`src/rtl/burst_pkg.sv`:
```
package burst_pkg;

  typedef enum logic [1:0] {
    OP_HOLD = 2'd0,
    OP_ADV  = 2'd1,
    OP_LOAD = 2'd2
  } burst_op_t;

  // Low address bits for a given beat: XOR order or wrapping add order.
  function automatic logic [1:0] beat_low(input logic [1:0] start,
                                          input logic [1:0] beat,
                                          input logic       lin);
    logic [1:0] r;
    if (lin) r = start + beat;
    else     r = start ^ beat;
    return r;
  endfunction

endpackage

```
`src/rtl/burst_ctrl.sv`:
```
module burst_ctrl
  import burst_pkg::*;
(
  input  logic      ce_n,
  input  logic      strb_cpu_n,
  input  logic      strb_ctl_n,
  input  logic      adv_n,
  output burst_op_t op
);

  logic cpu_take;
  logic ctl_take;

  assign cpu_take = !strb_cpu_n && !ce_n;
  assign ctl_take = !strb_ctl_n;

  always_comb begin
    if (cpu_take || ctl_take) op = OP_LOAD;
    else if (!adv_n)          op = OP_ADV;
    else                      op = OP_HOLD;
  end

endmodule

```
`src/rtl/burst_cnt.sv`:
```
module burst_cnt
  import burst_pkg::*;
#(
  parameter int CNT_W = 2
) (
  input  logic             clk,
  input  logic             rst,
  input  burst_op_t        op,
  output logic [CNT_W-1:0] cnt_nxt
);

  logic [CNT_W-1:0] cnt_q;

  always_comb begin
    unique case (op)
      OP_LOAD: cnt_nxt = '0;
      OP_ADV:  cnt_nxt = cnt_q + 1'b1;
      default: cnt_nxt = cnt_q;
    endcase
  end

  always_ff @(posedge clk) begin
    if (rst) cnt_q <= '0;
    else     cnt_q <= cnt_nxt;
  end

endmodule

```
`src/rtl/burst_base.sv`:
```
module burst_base
  import burst_pkg::*;
#(
  parameter int ADDR_W = 20
) (
  input  logic              clk,
  input  logic              rst,
  input  burst_op_t         op,
  input  logic              ce_n,
  input  logic [ADDR_W-1:0] addr_in,
  output logic [ADDR_W-1:0] base_nxt,
  output logic              sel_nxt
);

  logic [ADDR_W-1:0] base_q;
  logic              sel_q;

  always_comb begin
    if (op == OP_LOAD) begin
      base_nxt = addr_in;
      sel_nxt  = !ce_n;
    end else begin
      base_nxt = base_q;
      sel_nxt  = sel_q;
    end
  end

  always_ff @(posedge clk) begin
    if (rst) begin
      base_q <= '0;
      sel_q  <= 1'b0;
    end else begin
      base_q <= base_nxt;
      sel_q  <= sel_nxt;
    end
  end

endmodule

```
`src/rtl/burst_addr_gen.sv`:
```
module burst_addr_gen
  import burst_pkg::*;
#(
  parameter int ADDR_W = 20
) (
  input  logic              clk,
  input  logic              rst,
  input  logic              ce_n,
  input  logic              strb_cpu_n,
  input  logic              strb_ctl_n,
  input  logic              adv_n,
  input  logic              seq_lin,
  input  logic [ADDR_W-1:0] addr_in,
  output logic [ADDR_W-1:0] addr_out,
  output logic              sel_o,
  output logic              load_o,
  output logic              adv_o
);

  localparam int CNT_W = 2;

  burst_op_t         op;
  logic [CNT_W-1:0]  cnt_nxt;
  logic [ADDR_W-1:0] base_nxt;
  logic              sel_nxt;
  logic [ADDR_W-1:0] addr_nxt;

  burst_ctrl u_ctrl (
    .ce_n       (ce_n),
    .strb_cpu_n (strb_cpu_n),
    .strb_ctl_n (strb_ctl_n),
    .adv_n      (adv_n),
    .op         (op)
  );

  burst_cnt #(.CNT_W(CNT_W)) u_cnt (
    .clk     (clk),
    .rst     (rst),
    .op      (op),
    .cnt_nxt (cnt_nxt)
  );

  burst_base #(.ADDR_W(ADDR_W)) u_base (
    .clk      (clk),
    .rst      (rst),
    .op       (op),
    .ce_n     (ce_n),
    .addr_in  (addr_in),
    .base_nxt (base_nxt),
    .sel_nxt  (sel_nxt)
  );

  // Upper bits pass through from the base; low bits follow the burst order.
  assign addr_nxt = {base_nxt[ADDR_W-1:CNT_W],
                     beat_low(base_nxt[CNT_W-1:0], cnt_nxt, seq_lin)};

  always_ff @(posedge clk) begin
    if (rst) begin
      addr_out <= '0;
      sel_o    <= 1'b0;
      load_o   <= 1'b0;
      adv_o    <= 1'b0;
    end else begin
      addr_out <= addr_nxt;
      sel_o    <= sel_nxt;
      load_o   <= (op == OP_LOAD);
      adv_o    <= (op == OP_ADV);
    end
  end

endmodule

```
`config.mk`:
```
export PLATFORM = sky130hd
export DESIGN_NAME = burst_addr_gen
export DESIGN_NICKNAME = d
export VERILOG_FILES = /design/src/rtl/burst_pkg.sv /design/src/rtl/burst_ctrl.sv /design/src/rtl/burst_cnt.sv /design/src/rtl/burst_base.sv /design/src/rtl/burst_addr_gen.sv
export SDC_FILE = /design/constraint.sdc
export NUM_CORES = 1
export LEC_CHECK = 0
export BUFFER_PORTS_ARGS = -buffer_cell sky130_fd_sc_hd__buf_4
export CORE_UTILIZATION = 49
export DETAILED_ROUTE_END_ITERATION = 8
export GPL_ROUTABILITY_DRIVEN = 0
export PLACE_DENSITY = 0.82
export SYNTH_ARGS = -nofsm -noshare
export SYNTH_HDL_FRONTEND = slang
export SYNTH_SLANG_ARGS = --single-unit
```
`constraint.sdc`:
```
create_clock -name clk -period 3.15 [get_ports clk]
set_input_delay 0 -clock clk [delete_from_list [all_inputs] [get_ports clk]]
set_output_delay 0 -clock clk [all_outputs]
set_load 0.01 [all_outputs]
```
==> results.md, run 1 <==
* Worst reg2reg path endpoint: addr_out[1]$_SDFF_PP0_
* Via count normalized by instance count at a little under 5
* Total of buffers placed on input and output ports at just under 50
* Highest Clock Rate at roughly 590 MHz
* First-pass GRT wire length at 3.92 mm
* Crit Path Max Fanout at 23
* Setup slack on the worst flop-to-flop path at 1.81 ns
* Core Rows at 17
* Total Routed Length at ~2.6 mm
* Post-Layout Inst Area at 1620 µm²
* Measured slew at the worst slew-check pin at slightly below 0.6 ns
* Util after Layout at a little over 70%
* Shortest clock period the worst path allows after layout at between 1.5 and 2 ns
* Length of the first detailed-routing pass in iterations at 4
* Clock latency reported for the late side of the worst-skew pair at ~0.32 ns
* Peak supply drop at around 0.27 mV
* Pleak at 0.000730 µW
* TritonCTS clock tree: built
* End point of the most critical hold path: sel_o$_SDFFE_PP0P_
* Crit end category: flop
* Syn nets at approximately 170
* Via count of the first global-routing pass at between 900 and 1000
* Count of routing violations after the opening detailed-route iteration at 13
* Global routing usage on met1 at between 20% and 30%
* Share of synthesized area spent on multiplexers at 0%
* Flops & latches, synth at 27
* Cts bufs inserted at 3
* Number of levels the H-tree was split into at 1
* Fraction of met2 tracks used by global routing at between 30% and 40%
* Min setup slack post-route at between 1 and 1.5 ns
* Status: completed
* Number of stages on the worst hold path at 4
* Busiest layer in global routing: met2
* Crit Reg-Reg Startpoint: u_cnt.cnt_q[0]$_SDFF_PP0_
* Cell count after synthesis at between 100 and 150
* Total via count after detailed routing at roughly 1000
* Floorplan die width at about 51 µm
* Pwr per Cell Area at ~410 nW/µm²
* Portion of the post-synthesis area used by sequential elements at 46.4%
* Total gr overflow at 0
* Post-synthesis to final-layout area growth at 39.3%
* Required time at the endpoint of the critical path at 3.41 ns
* Combined area of all synthesized cells at 1160 µm²
* Register-to-Register Path Depth at 7
* Combinational family with the most area after synthesis: simple AND/OR/NAND/NOR gates
* Global Route met3 Usage at about 3.6%
* Antenna Diode Count at 0
* Crit path arrival time at ~2 ns
* # DRC at 0
* Fin crit share at between 50% and 60%
* Count of maximum capacitance violations at 0
* Hold Path Origin: ce_n
* Synthesized-area fraction occupied by adder cells at under 10%
* Xor-xnor portion of the synthesized cell area at 3.65%
* Final hold viol count at 0
* Post-Place Worst Slack at 1.54 ns
* Initial antenna violation count at 0
* Average wire per cell in the routed design at between 10 and 15 µm
* Hold crit path type: primary input to flop
* Pin count of the biggest net entering global routing at 30
* Starting utilization of the core area at a little over half
* Placeable core region at around 2200 µm²
* Total global-route track usage at between 20% and 30%
* Layout Nets at about 220
* Number of unique standard cell types used by synthesis at 21
* Bufs on Longest Clock Path at 2
* Total clock sinks at 27
* Synth Area in Simple Gates at around a fifth
* Avg Inst Size Synth at 8.50 µm²
* Synthesized-area fraction occupied by ao, oa, aoi and oai cells at 12.6%
* Sum of negative setup slack at 0 ns
* Number of resized instances in the post-cts repair step at 0
* Count of yosys warnings during synthesis at 0
* Clock Skew at 0.00979 ns
* CTS clk-pin slew, worst paths at around 0.13 ns
* Classification of the worst setup path: primary input to flop
* Final setup violating endpoints at 0
* Antenna Nets Post-Route at 0
* Number of placed cells counting well taps at 189
* Critical Path Start Type: primary input
* Vertical die dimension at 50.8 µm
* Non-filler cells in the finished layout at 215
* Total cell area at the placement stage at 1380 µm²
* Number of placed I/O pins at 50
* Area of the die at 2580 µm²
* Fraction of final layout cells with drive strength greater than 1 at 29.9%
* Slew headroom at 60.7%
* CTS root buffer: sky130_fd_sc_hd__clkbuf_4
* Post-detail-place hpwl at approximately 1.5 mm
* Number of max-slew violations in the final report at 0
* Setup repair after global routing missed its margin: no
[power breakdown]
group / internal [µW] / total (µW) / leakage (µW) / switching (µW)
logic: 78.6 / 140 / 0.000491 / 61.4
registers: 363 / 373 / 0.000223 / 10.1
clock network: 49.6 / 145 / 0.0000150 / 95.7
total: 491 / 658 / 0.000730 / 167
[cells by family (layout without fill, tap and decap cells)]
kind of cell / count (synthesis) / in the layout
and+or+nand+nor: 54 / 54
DFF: 27 / 27
AOI/OAI and AO/OA: 26 / 26
buffers and inverters: 25 / 75
xor gates and xnor gates: 4 / 4
adders and majority gates: 1 / 1
[state kept, by name, indices dropped and copies added, names as in the netlist]
register       count
u_cnt.cnt_q        2
addr_out           2
adv_o              1
u_base.base_q     20
load_o             1
sel_o              1
[cell type report]
cell class / count / area [µm²]
fill: 168 / 611
clock buffer: 4 / 26.3
tap: 28 / 35.0
multi-input combinational: 85 / 433
sequential: 27 / 541
timing repair buffer: 71 / 588
[placed cells by master, fill, tap and decap left out, drive strengths merged]
cell type | synthesis | routed
nand3 | 1 | 1
xor2 | 1 | 1
dlygate4sd3 | 0 | 22
nor2 | 3 | 3
nand3b | 1 | 1
nor2b | 2 | 2
dfxtp | 27 | 27
clkbuf | 2 | 4
nand2 | 42 | 42
xnor2 | 3 | 3
o21a | 1 | 1
nor4 | 1 | 1
a31oi | 1 | 1
ha | 1 | 1
nor3 | 3 | 3
o21ai | 1 | 1
nor4b | 1 | 1
a21oi | 23 | 23
buf | 23 | 49
[Yosys cell counts]
cell type / instances / area, µm²
sky130_fd_sc_hd__a21oi_1: 23 / 115
sky130_fd_sc_hd__a31oi_1: 1 / 6.26
sky130_fd_sc_hd__buf_4: 20 / 150
sky130_fd_sc_hd__buf_6: 3 / 33.8
sky130_fd_sc_hd__clkbuf_1: 2 / 7.51
sky130_fd_sc_hd__dfxtp_1: 27 / 541
sky130_fd_sc_hd__ha_1: 1 / 12.5
sky130_fd_sc_hd__nand2_1: 42 / 158
sky130_fd_sc_hd__nand3_1: 1 / 5.00
sky130_fd_sc_hd__nand3b_1: 1 / 7.51
sky130_fd_sc_hd__nor2_1: 3 / 11.3
sky130_fd_sc_hd__nor2b_1: 1 / 6.26
sky130_fd_sc_hd__nor2b_4: 1 / 13.8
sky130_fd_sc_hd__nor3_1: 3 / 15.0
sky130_fd_sc_hd__nor4_1: 1 / 6.26
sky130_fd_sc_hd__nor4b_1: 1 / 8.76
sky130_fd_sc_hd__o21a_2: 1 / 8.76
sky130_fd_sc_hd__o21ai_4: 1 / 16.3
sky130_fd_sc_hd__xnor2_1: 2 / 17.5
sky130_fd_sc_hd__xnor2_2: 1 / 16.3
sky130_fd_sc_hd__xor2_1: 1 / 8.76
[worst max-delay path, stage by stage]
cell and delay (ns):
sky130_fd_sc_hd__dlygate4sd3_1 0.52, sky130_fd_sc_hd__buf_4 0.13, sky130_fd_sc_hd__o21a_2 0.41, sky130_fd_sc_hd__nand2_1 0.13, sky130_fd_sc_hd__nand2_1 0.09, sky130_fd_sc_hd__ha_1 0.16
sky130_fd_sc_hd__nand2_1 0.07, sky130_fd_sc_hd__nor4b_1 0.29, sky130_fd_sc_hd__nand3b_1 0.14
[routing by layer]
metal	vias to the layer above	routed length (µm)
met2	36	1350
met3	13	101
li1	527	-
met4	0	99
met1	468	1050
met5	-	0
[stage by stage]
stage | power, µW | hold slack [ns]
after floorplan | 457 | 0.0792
after detailed placement | 497 | 0.218
final | 658 | 0.0134
after CTS | 657 | 0.0119
after global routing | 695 | 0.000489
after global placement | 493 | 0.220
[worst max-delay path by stage]
| stage | end | cells past startpoint | from |
|---|---|---|---|
| 2_1_floorplan | addr_out[1]$_SDFF_PP0_ | 7 | u_cnt.cnt_q[0]$_SDFF_PP0_ |
| 3_3_place_gp | addr_out[1]$_SDFF_PP0_ | 8 | ce_n |
| 3_5_place_dp | addr_out[1]$_SDFF_PP0_ | 8 | ce_n |
| 4_1_cts | addr_out[1]$_SDFF_PP0_ | 9 | strb_ctl_n |
| 5_1_grt | addr_out[1]$_SDFF_PP0_ | 9 | strb_ctl_n |
| 6_report | addr_out[1]$_SDFF_PP0_ | 9 | strb_ctl_n |
[repair_timing]
| item | 4_1_cts | 5_1_grt |
|---|---|---|
| endpoints found under the hold margin | 23 | 0 |
| setup buffers | 0 | 0 |
| setup endpoints to repair | 0 | 0 |
| hold buffers | 22 | 0 |
Note: power is estimated with default switching activity, not from simulation.
==> run 2, diff against run 1 <==
--- a/config.mk
+++ b/config.mk
@@ -6,10 +6,10 @@
 export NUM_CORES = 1
 export LEC_CHECK = 0
 export BUFFER_PORTS_ARGS = -buffer_cell sky130_fd_sc_hd__buf_4
-export CORE_UTILIZATION = 49
+export CORE_UTILIZATION = 41
 export DETAILED_ROUTE_END_ITERATION = 8
 export GPL_ROUTABILITY_DRIVEN = 0
-export PLACE_DENSITY = 0.82
+export PLACE_DENSITY = 0.73
 export SYNTH_ARGS = -nofsm -noshare
 export SYNTH_HDL_FRONTEND = slang
 export SYNTH_SLANG_ARGS = --single-unit
==> constraint.sdc (replaced) <==
create_clock -name clk -period 1.5 [get_ports clk]
set_input_delay 0 -clock clk [delete_from_list [all_inputs] [get_ports clk]]
set_output_delay 0 -clock clk [all_outputs]
set_load 0.01 [all_outputs]
==> run 2 against run 1 <==
Cell count grew 2.8%. Clock power increased by 110%. Worst setup slack worse by 1.3 ns. Largest power group unchanged. Total power is 110% higher. Utilization decreased by 8.6 points. Critical path type unchanged. Die area increased by 19%. First-iteration DRC count rose by 38%.
==> results.md, run 2 (synthesized netlist as in run 1, its figures left out) <==
* Number of max-slew violations in the final report at 0
* Pleak at approximately 0.00075 µW
* Biggest registers after layout: u_base.base_q x20, addr_out x2, u_cnt.cnt_q x2
* Crit Reg-Reg Startpoint: u_cnt.cnt_q[0]$_SDFF_PP0_
* Via count of the first global-routing pass at 1054
* CTS clk-pin slew, worst paths at around 0.13 ns
* Critical Path Start Type: primary input
* First-pass GRT wire length at ~4.5 mm
* Register name with the most flops: u_base.base_q
* Area of the die at about 3100 µm²
* Post-CTS Setup Inserts at 0
* # DRC at 0
* Measured slew at the worst slew-check pin at approximately 0.3 ns
* Crit path arrival time at between 1.5 and 2 ns
* Slew headroom at 80.0%
* Shortest clock period the worst path allows after layout at between 1 and 1.5 ns
* Core Rows at 18
* Status: completed
* Vertical die dimension at between 50 and 60 µm
* Starting utilization of the core area at between 40% and 50%
* Crit end category: flop
* Layout Nets at 220
* Count of routing violations after the opening detailed-route iteration at 18
* Pwr per Cell Area at between 800 and 900 nW/µm²
* Post-Layout Inst Area at around 1700 µm²
* Leading cell type in the layout, fill and taps excluded: sky130_fd_sc_hd__buf_4
* Floorplan die width at 55.3 µm
* Average wire per cell in the routed design at ~12 µm
* Highest Clock Rate at 724 MHz
* TritonCTS clock tree: built
* Classification of the worst setup path: primary input to flop
* Setup repair after global routing missed its margin: no
* Worst setup path start: strb_ctl_n
* Initial antenna violation count at 0
* Bufs on Longest Clock Path at 2
* Number of levels the H-tree was split into at 1
* Number of placed I/O pins at 50
* Via count normalized by instance count at roughly 4.7
* Hold Path Origin: seq_lin
* Clock latency reported for the late side of the worst-skew pair at slightly above 0.3 ns
* Final setup violating endpoints at 0
* Hold crit path type: primary input to flop
* Total global-route track usage at around 18%
* Peak supply drop at 0.596 mV
* Antenna Diode Count at 0
* Number of resized instances in the post-cts repair step at 0
* Cts bufs inserted at 3
* Fraction of final layout cells with drive strength greater than 1 at between 30% and 40%
* Placeable core region at between 2000 and 3000 µm²
* Pin count of the biggest net entering global routing at 30
* Post-CTS Hold Buffers at 24
* Total Routed Length at roughly 2.6 mm
* Total cell area at the placement stage at between 1000 and 1500 µm²
* Length of the first detailed-routing pass in iterations at 4
* Worst hold-check slack at around 0.032 ns
* Most used cells in the layout excluding fill and tap cells: 51 x sky130_fd_sc_hd__buf_4, 42 x sky130_fd_sc_hd__nand2_1, 27 x sky130_fd_sc_hd__dfxtp_1, 24 x sky130_fd_sc_hd__dlygate4sd3_1, 23 x sky130_fd_sc_hd__a21oi_1
* Total gr overflow at 0
* Antenna Nets Post-Route at 0
* Total clock sinks at 27
* Power, Total at approximately 1400 µW
* Final hold viol count at 0
* Total of buffers placed on input and output ports at 49
* Crit Path Max Fanout at 8
* Clock Skew at around 0.00090 ns
* Largest register FFs at 20
* Fin crit share at between 90% and 100%
* Required time at the endpoint of the critical path at between 1.5 and 2 ns
* CTS root buffer: sky130_fd_sc_hd__clkbuf_4
* Sum of negative setup slack at 0 ns
* Total via count after detailed routing at between 1000 and 1500
* Post-detail-place hpwl at around 1.7 mm
* Count of maximum capacitance violations at 0
* Post-synthesis to final-layout area growth at 42.5%
run 2: cell count changes in the layout (fill, tap and decap cells not counted), sizes merged:
cell         previous run  this run
buf                    49        51
dlygate4sd3            22        24
run 2: stage by stage:
step	setup slack [ns]	utilization, %	instances
2_1_floorplan	0.321	-	137
3_3_place_gp	0.284	53.8	193
3_5_place_dp	0.189	53.8	193
4_1_cts	0.156	64.1	221
5_1_grt	0.0312	64.1	221
6_report	0.119	64.1	221
run 2: path summary, 6_finish.rpt:
kind	endpoint	slack [ns]	cells past startpoint
setup / recovery	addr_out[1]$_SDFF_PP0_	0.12	9
hold / removal	addr_out[1]$_SDFF_PP0_	0.03	4
setup reg to reg	addr_out[1]$_SDFF_PP0_	0.16	7
hold reg to reg	u_base.base_q[19]$_SDFFE_PP0P_	0.46	2
run 2: layout make-up:
cell class / count / area (µm²)
fill: 229 / 930
sequential: 27 / 541
timing repair buffer: 75 / 623
clock buffer: 4 / 26.3
multi-input combinational: 85 / 433
tap: 30 / 37.5
run 2: critical path: stages:
cell	delay, ns
sky130_fd_sc_hd__dlygate4sd3_1	0.56
sky130_fd_sc_hd__buf_4	0.16
sky130_fd_sc_hd__o21ai_4	0.11
sky130_fd_sc_hd__nand2_1	0.11
sky130_fd_sc_hd__nand2_1	0.08
sky130_fd_sc_hd__ha_1	0.16
sky130_fd_sc_hd__nand2_1	0.07
sky130_fd_sc_hd__nor4b_1	0.26
sky130_fd_sc_hd__nand3b_1	0.14
run 2: routing by layer:
layer,vias up,global-route usage (%),part of all wire (%)
met5,-,0,0
met4,0,7.50,0.38
met3,2,3.75,5.0
li1,532,-,-
met1,479,19.6,43
met2,34,34.6,52
run 2: report_power, final:
group | switching [µW] | leakage (µW) | total [µW] | internal (µW)
registers | 21.6 | 0.000223 | 783 | 762
logic | 131 | 0.000511 | 304 | 173
clock network | 194 | 0.0000150 | 298 | 104
total | 347 | 0.000750 | 1390 | 1040
